## src/rtl/vbl_nmi_pkg.sv

```systemverilog
package vbl_nmi_pkg;

    typedef struct packed {
        logic flag;   // vertical blank status
        logic supp;   // set blocked for this frame
        logic en;     // interrupt enable
        logic nmi;    // interrupt asserted
    } vbl_state_t;

    localparam vbl_state_t VBL_RESET = '{flag: 1'b0, supp: 1'b0, en: 1'b0, nmi: 1'b0};

endpackage

```

## src/rtl/vbl_pos_match.sv

```systemverilog
module vbl_pos_match #(
    parameter int LINE_W = 9,
    parameter int DOT_W  = 9,
    parameter int LINE   = 0,
    parameter int DOT    = 0
) (
    input  logic [LINE_W-1:0] line,
    input  logic [DOT_W-1:0]  dot,
    output logic              hit
);
    localparam logic [LINE_W-1:0] L = LINE_W'(LINE);
    localparam logic [DOT_W-1:0]  D = DOT_W'(DOT);

    assign hit = (line == L) && (dot == D);
endmodule

```

## src/rtl/vbl_nmi_gen.sv

```systemverilog
module vbl_nmi_gen
    import vbl_nmi_pkg::*;
#(
    parameter int LINES    = 262,
    parameter int DOTS     = 341,
    parameter int SET_LINE = 241,
    parameter int SET_DOT  = 1,
    parameter int CLR_LINE = 261,
    parameter int CLR_DOT  = 1,
    parameter int LINE_W   = $clog2(LINES),
    parameter int DOT_W    = $clog2(DOTS)
) (
    input  logic              clk,
    input  logic              rst_n,
    input  logic [LINE_W-1:0] line,
    input  logic [DOT_W-1:0]  dot,
    input  logic              stat_rd,
    input  logic              ctrl_wr,
    input  logic              ctrl_nmi_en,
    output logic              rd_flag,
    output logic              nmi_n
);
    // Position one clock ahead of the set point (same line, previous dot).
    localparam int PRE_LINE = (SET_DOT > 0) ? SET_LINE : SET_LINE - 1;
    localparam int PRE_DOT  = (SET_DOT > 0) ? SET_DOT - 1 : DOTS - 1;

    logic set_hit, pre_hit, clr_hit;
    logic en_eff;
    vbl_state_t st_d, st_q;

    vbl_pos_match #(.LINE_W(LINE_W), .DOT_W(DOT_W), .LINE(SET_LINE), .DOT(SET_DOT))
        u_set (.line(line), .dot(dot), .hit(set_hit));
    vbl_pos_match #(.LINE_W(LINE_W), .DOT_W(DOT_W), .LINE(PRE_LINE), .DOT(PRE_DOT))
        u_pre (.line(line), .dot(dot), .hit(pre_hit));
    vbl_pos_match #(.LINE_W(LINE_W), .DOT_W(DOT_W), .LINE(CLR_LINE), .DOT(CLR_DOT))
        u_clr (.line(line), .dot(dot), .hit(clr_hit));

    always_comb begin
        st_d   = st_q;
        en_eff = ctrl_wr ? ctrl_nmi_en : st_q.en;
        st_d.en = en_eff;

        // block marker: armed by a read just before the set clock
        if (clr_hit)
            st_d.supp = 1'b0;
        else if (stat_rd && pre_hit)
            st_d.supp = 1'b1;

        // flag: end-of-frame clear and reads win over the set event
        if (clr_hit || stat_rd)
            st_d.flag = 1'b0;
        else if (set_hit && !st_q.supp)
            st_d.flag = 1'b1;

        // interrupt follows registered flag, same-clock enable and clears
        st_d.nmi = st_q.flag && en_eff && !stat_rd && !clr_hit;

        rd_flag = st_q.flag || (set_hit && !st_q.supp);
    end

    always_ff @(posedge clk) begin
        if (!rst_n) st_q <= VBL_RESET;
        else        st_q <= st_d;
    end

    assign nmi_n = ~st_q.nmi;

    p_set_r1: assert property (@(posedge clk) disable iff (!rst_n)
        (set_hit && !st_q.supp && !stat_rd && !clr_hit) |=> st_q.flag);

    p_rd_clear_r2: assert property (@(posedge clk) disable iff (!rst_n)
        stat_rd |=> (!st_q.flag && !st_q.nmi));

    p_block_r3: assert property (@(posedge clk) disable iff (!rst_n)
        (stat_rd && pre_hit && !clr_hit) |=> ##1 !st_q.flag);

    p_en_off_r6: assert property (@(posedge clk) disable iff (!rst_n)
        (ctrl_wr && !ctrl_nmi_en) |=> nmi_n);

    p_en_on_r7: assert property (@(posedge clk) disable iff (!rst_n)
        (ctrl_wr && ctrl_nmi_en && st_q.flag && !stat_rd && !clr_hit) |=> !nmi_n);

    p_clear_r8: assert property (@(posedge clk) disable iff (!rst_n)
        clr_hit |=> (!st_q.flag && !st_q.supp));

endmodule

```

## config.mk

```make
export PLATFORM = sky130hd
export DESIGN_NAME = vbl_nmi_gen
export DESIGN_NICKNAME = d
export VERILOG_FILES = /design/src/rtl/vbl_nmi_pkg.sv /design/src/rtl/vbl_pos_match.sv /design/src/rtl/vbl_nmi_gen.sv
export SDC_FILE = /design/constraint.sdc
export NUM_CORES = 1
export LEC_CHECK = 0
export CORE_AREA = 8 8 45 47
export CTS_BUF_LIST = sky130_fd_sc_hd__clkbuf_8
export CTS_CLUSTER_SIZE = 16
export DETAILED_ROUTE_END_ITERATION = 10
export DIE_AREA = 0 0 53 55
export GPL_TIMING_DRIVEN = 0
export HOLD_SLACK_MARGIN = 0.15
export PLACE_DENSITY = 0.62
export SYNTH_ARGS = -nofsm -noshare
export SYNTH_HDL_FRONTEND = slang
export SYNTH_SLANG_ARGS = --single-unit
```

## constraint.sdc

```tcl
create_clock -name clk -period 1 [get_ports clk]
set_clock_uncertainty 0.1 [all_clocks]
set_input_delay 0.15 -clock clk [delete_from_list [all_inputs] [get_ports clk]]
set_output_delay 0.15 -clock clk [all_outputs]
set_load 0.03 [all_outputs]
```

=== Word-level counts from Yosys, hierarchy flattened ===
Index checks and enable logic that the tools add are counted.
Widths: inputs -> output; s select.

* Bits in registers: 4
* Input bits: 23
* Output and inout bits: 2
* Word-level logic and storage cells: 26

* Equal/unequal tests: 3
* Mux-type cells: 1
* Bitwise logic cells: 2
* Reduce and logical (&&, ||, !) cells: 16

{| class="wikitable"
|+ Operators by type and width
! operator !! count
|-
| $eq 9x1->1 const B || 1
|-
| $eq 9x8->1 const B || 1
|-
| $eq 9x9->1 const B || 1
|-
| $logic_not 9->1 || 1
|-
| $logic_and 1x1->1 || 8
|-
| $reduce_or 2->1 || 2
|-
| $logic_not 1->1 || 3
|-
| $logic_or 1x1->1 || 2
|-
| $not 1->1 || 2
|-
| $mux 1 || 1
|}

=== Longest topological paths before layout ===
Gate-level depths: netlist of run 1.

* Depth after elaboration: 4
* Gate-level depth with buffers: 4
* Depth with buffers taken out: 4

=== Modules after synthesis ===
Synthesis of run 1 repeated with hierarchy kept, for this count alone.

* Cells, all modules: 34
* Area, all modules: 302.8 um^2

{| class="wikitable"
|+ Modules (own cells, without submodules)
! module !! times used !! cells an instance !! area each (um^2) !! seq. area each (um^2)
|-
| vbl_nmi_gen || 1 || 15 || 153.9 || 80.1
|-
| vbl_pos_match at u_clr || 1 || 7 || 57.6 || 0.0
|-
| vbl_pos_match at u_pre || 1 || 6 || 47.5 || 0.0
|-
| vbl_pos_match at u_set || 1 || 6 || 43.8 || 0.0
|}

=== Least setup slack after synthesis of run 1 ===
Ideal clock, no wire load.

* Path kind: input to register
* From: input dot[2]
* To: register st_q[3] (netlist bit)
* Arrival: 1.085 ns
* Required time: 0.812 ns
* Setup slack: -0.274 ns
* Stages on the path: 4
* Cell sequence: nor4b_1 > and3_1 > a41o_2 > nor4bb_4

* Word-level cells in the longest chain between the ends: 4

{| class="wikitable"
|+ RTL lines
! what !! RTL line !! source
|-
| start, declared || vbl_nmi_gen.sv:16 || <nowiki>input logic [DOT_W-1:0] dot,</nowiki>
|-
| $eq 9x1->1 * || vbl_pos_match.sv:14 || <nowiki>assign hit = (line == L) && (dot == D);</nowiki>
|-
| $logic_and 1x1->1 || vbl_pos_match.sv:14 ||
|-
| $logic_or 1x1->1 || vbl_nmi_gen.sv:50 || <nowiki>if (clr_hit || stat_rd)</nowiki>
|-
| $reduce_or 2->1 (no line) || -- ||
|-
| end signal, assigned || vbl_nmi_gen.sv:63 || <nowiki>else st_q <= st_d;</nowiki>
|-
| end, declared || vbl_nmi_gen.sv:29 || <nowiki>vbl_state_t st_d, st_q;</nowiki>
|}

Mark *: on every way between the ends. The rest lies on a longest branch, timed or not.
A chain may end at the register's enable or synchronous reset.

=== Final worst setup path of run 1 ===
* From: input dot[4]
* To: output rd_flag

* Word-level cells in the longest chain between the ends: 4

{| class="wikitable"
|+ RTL lines
! what !! RTL line !! source
|-
| $eq 9x1->1 || vbl_pos_match.sv:14 ||
|-
| $logic_and 1x1->1 || vbl_pos_match.sv:14 ||
|-
| $logic_and 1x1->1 || vbl_nmi_gen.sv:58 || <nowiki>rd_flag = st_q.flag || (set_hit && !st_q.supp);</nowiki>
|-
| $logic_or 1x1->1 || vbl_nmi_gen.sv:58 ||
|-
| end, declared || vbl_nmi_gen.sv:20 || <nowiki>output logic rd_flag,</nowiki>
|}

Every way passes these cells.

==> results of run 1 <==
[power by group through the flow]
stage / combinational (µW) / sequential [µW] / clock [µW]
finish: 107 / 164 / 330
global route: 113 / 164 / 355
CTS: 90.3 / 164 / 341
detailed placement: 111 / 166 / 0
global placement: 109 / 166 / 0
floorplan: 14.7 / 166 / 0
[worst max-delay path by stage]
stage	from	endpoint	slack (ns)
detailed placement	line[6]	rd_flag	-1.19
floorplan	dot[2]	st_q[3]$_SDFFE_PP0P_	-0.22
global route	dot[1]	rd_flag	-0.32
global placement	line[3]	rd_flag	-1.19
finish	dot[4]	rd_flag	-0.29
CTS	dot[5]	rd_flag	-0.33
[area by class of cell]
class / count / area (µm²)
multi-input cells: 16 / 216
flip-flops and latches: 4 / 80.1
clock buffers: 3 / 41.3
inverters: 3 / 11.3
repair buffers: 27 / 233
fillers: 144 / 782
well taps: 16 / 20.0
[placed cells by master (no fill, tap or decap)]
cell,count
buf_2,6
nor4bb_2,1
and3_4,2
mux2i_1,1
nor4_4,1
nor3b_2,1
clkdlybuf4s15_1,3
nor4bb_4,1
clkbuf_8,3
inv_1,3
nor2b_1,1
nor3_2,2
clkbuf_2,1
dlygate4sd2_1,3
buf_6,7
clkdlybuf4s50_1,4
nand4_1,1
and4b_1,1
nor4b_4,1
a41o_4,1
a41oi_2,1
buf_4,3
dfxtp_1,4
nor3_1,1
[layer usage]
metal	routed length, µm	vias up	part of all wire, %	GRT usage [%]
met2	508	12	54	11.7
li1	-	154	-	-
met4	0	0	0	2.59
met5	0	-	0	0
met3	109	0	11	5.88
met1	330	132	35	5.31
[stage by stage]
stage / setup TNS (ns) / cell area, µm²
4_1_cts: -0.615 / 536
5_1_grt: -0.959 / 602
6_report: -0.815 / 602
3_3_place_gp: -3.32 / 507
3_5_place_dp: -3.35 / 507
2_1_floorplan: -0.465 / 246
[kinds of logic after synthesis]
logic type	count (synthesis)
muxes	1
DFF	4
AOI/OAI and AO/OA	2
buffers and inverters	3
and+or+nand+nor	13
[worst register-to-register path, cell delays in order (launching register included)]
cell,delay [ns]
dfxtp_1,0.33
inv_1,0.06
a41o_4,0.26
nor4bb_4,0.14
[what timing repair did]
item / 4_1_cts / 5_1_grt
setup endpoints to repair: 5 / 5
resized for setup: 68 / 13
pin swaps: 11 / 5
setup buffers: 2 / 1
==> out/qor.csv, run 1 <==
metric;value;unit
endpoint_kind;output port;
drtIter0Drc;2;
antenna_found_initial;0;
timing.final.ws_setup;-0.293;ns
cap_violations;0;
synth_top_family_by_area;simple AND/OR/NAND/NOR gates;
p_sw;111;µW
leakage;0.000242;µW
cts-root-buf;clkbuf_8;
avgViaCountPerCell;4.32;
grt_overflow_total;0;
min_path_type;input port to flop;
ys.flop_type;dfxtp_1;
synth_compound_area_share;8.70;%
dieHeight;55;µm
hold_slack;0.378;ns
die-area;2920;µm²
diodes;0;
cts_buffers;3;
switching_share;18.4;%
netlist_top_cells_count;dfxtp_1, inv_1, nor3_1;
yosysTopAreaCell;dfxtp_1;
min-delay-start;line[7];
cts_sinks;4;
min_to;st_q[2]$_SDFFE_PP0P_;
syn_nets;46;
wl_per_cell;13.7;µm
first_pass_iters;2;
crit_path_max_incr_delay;0.25;ns
clk_latency;0.21;ns
critPathMaxFanout;2;
final_cells;69;
path_class;input port to output port;
yosys.area_share.adder;0;%
cts_hold_buf;0;
critPathRequiredTime;0.75;ns
crit_top_cell;buf_6;
path_clk_slew;0.03;ns
p_clk_share;55.0;%
ir_worst_vdd;0.572;mV
hpwl;759;µm
post-synth-top-count-cell;dfxtp_1;
synth.avg_cell_area;10.0;µm²
ys_ff_latch;4;
drc_errors;0;
total_power;601;µW
reg2reg_depth;3;
critPathBufInv;2;
power.density;999;nW/µm²
htree_levels;1;
largest_reg_flops;4;
synth_top_area_share;34.8;%
grt_pass1_vias;323;
p_int;490;µW
r2r-end;st_q[3]$_SDFFE_PP0P_;
yosys_warnings;0;
max_slew_margin;84.7;%
r2r-start;st_q[2]$_SDFFE_PP0P_;
ys_types;16;
numPortBuffers;24;
async_reset_ff_share;0;%
slew_viol_final;0;
area_delta_synth_final;161;%
critPathTopFamily;simple AND/OR/NAND/NOR gates;
synth_edf_count;0;
syn_inst;23;
grt_pass1_wl;1370;µm
synth-xor-area-share;0;%
coreArea;1380;µm²
track_usage;6.72;%
share_comb_of_total_power;17.8;%
startpoint_type;input port;
rrSetupSlack;-0.01;ns
min_path_cells;4;
period_share;129;%
pre_cts_ws;-1.19;ns
die_w;53;µm
yosysSeqAreaShare;34.8;%
drive_above_1_share;58.5;%
violations;negative setup slack;
worst_pin_slew;0.229;ns
pin_count;25;
ys_top_cells_by_area;dfxtp_1, nor4bb_4, nor3_1;
hold_viol_final;0;
path_cells;buf_6 -> nor4b_4 -> and3_4 -> a41o_4 -> buf_6;
reg_top3;st_q: 4 flops;
top_register;st_q;
critPathSlowestCell;nor4b_4;
grt_start_max_net_pins;4;
final_util;43.5;%
pwr-share-seq;27.3;%
drt_wl_total;948;µm
initial_core_util;16.6;%
cts_tree;done;
cp.depth;5;
vias;298;
dp_cells;63;
grt_setup_unrepaired;true;
period_minus_slack;1.29;ns
synth.mux.area_fraction;4.35;%
synthSimpleGateAreaFrac;47.3;%
cts_buffer_depth;2;
status;finished, violations left;
synthesis.area;230;µm²
globalplace.congestion;0.777;
ant_nets;0;
row_count;14;
fin_nets;78;
setup_viol;4;
fmax;0.773;GHz
cp.arrival;1.04;ns
(Power assumes the default switching activity.)
==> inputs of run 2 (changes only) <==
- MAX_ROUTING_LAYER: not set -> met4
==> results of run 2 <==
Final layout, timing and power as in run 1 (identical DEF).
Among the figures that moved: final weighted congestion in routability-driven placement 0.777 -> 0.787; overall routing resource usage 6.72% -> 6.92%
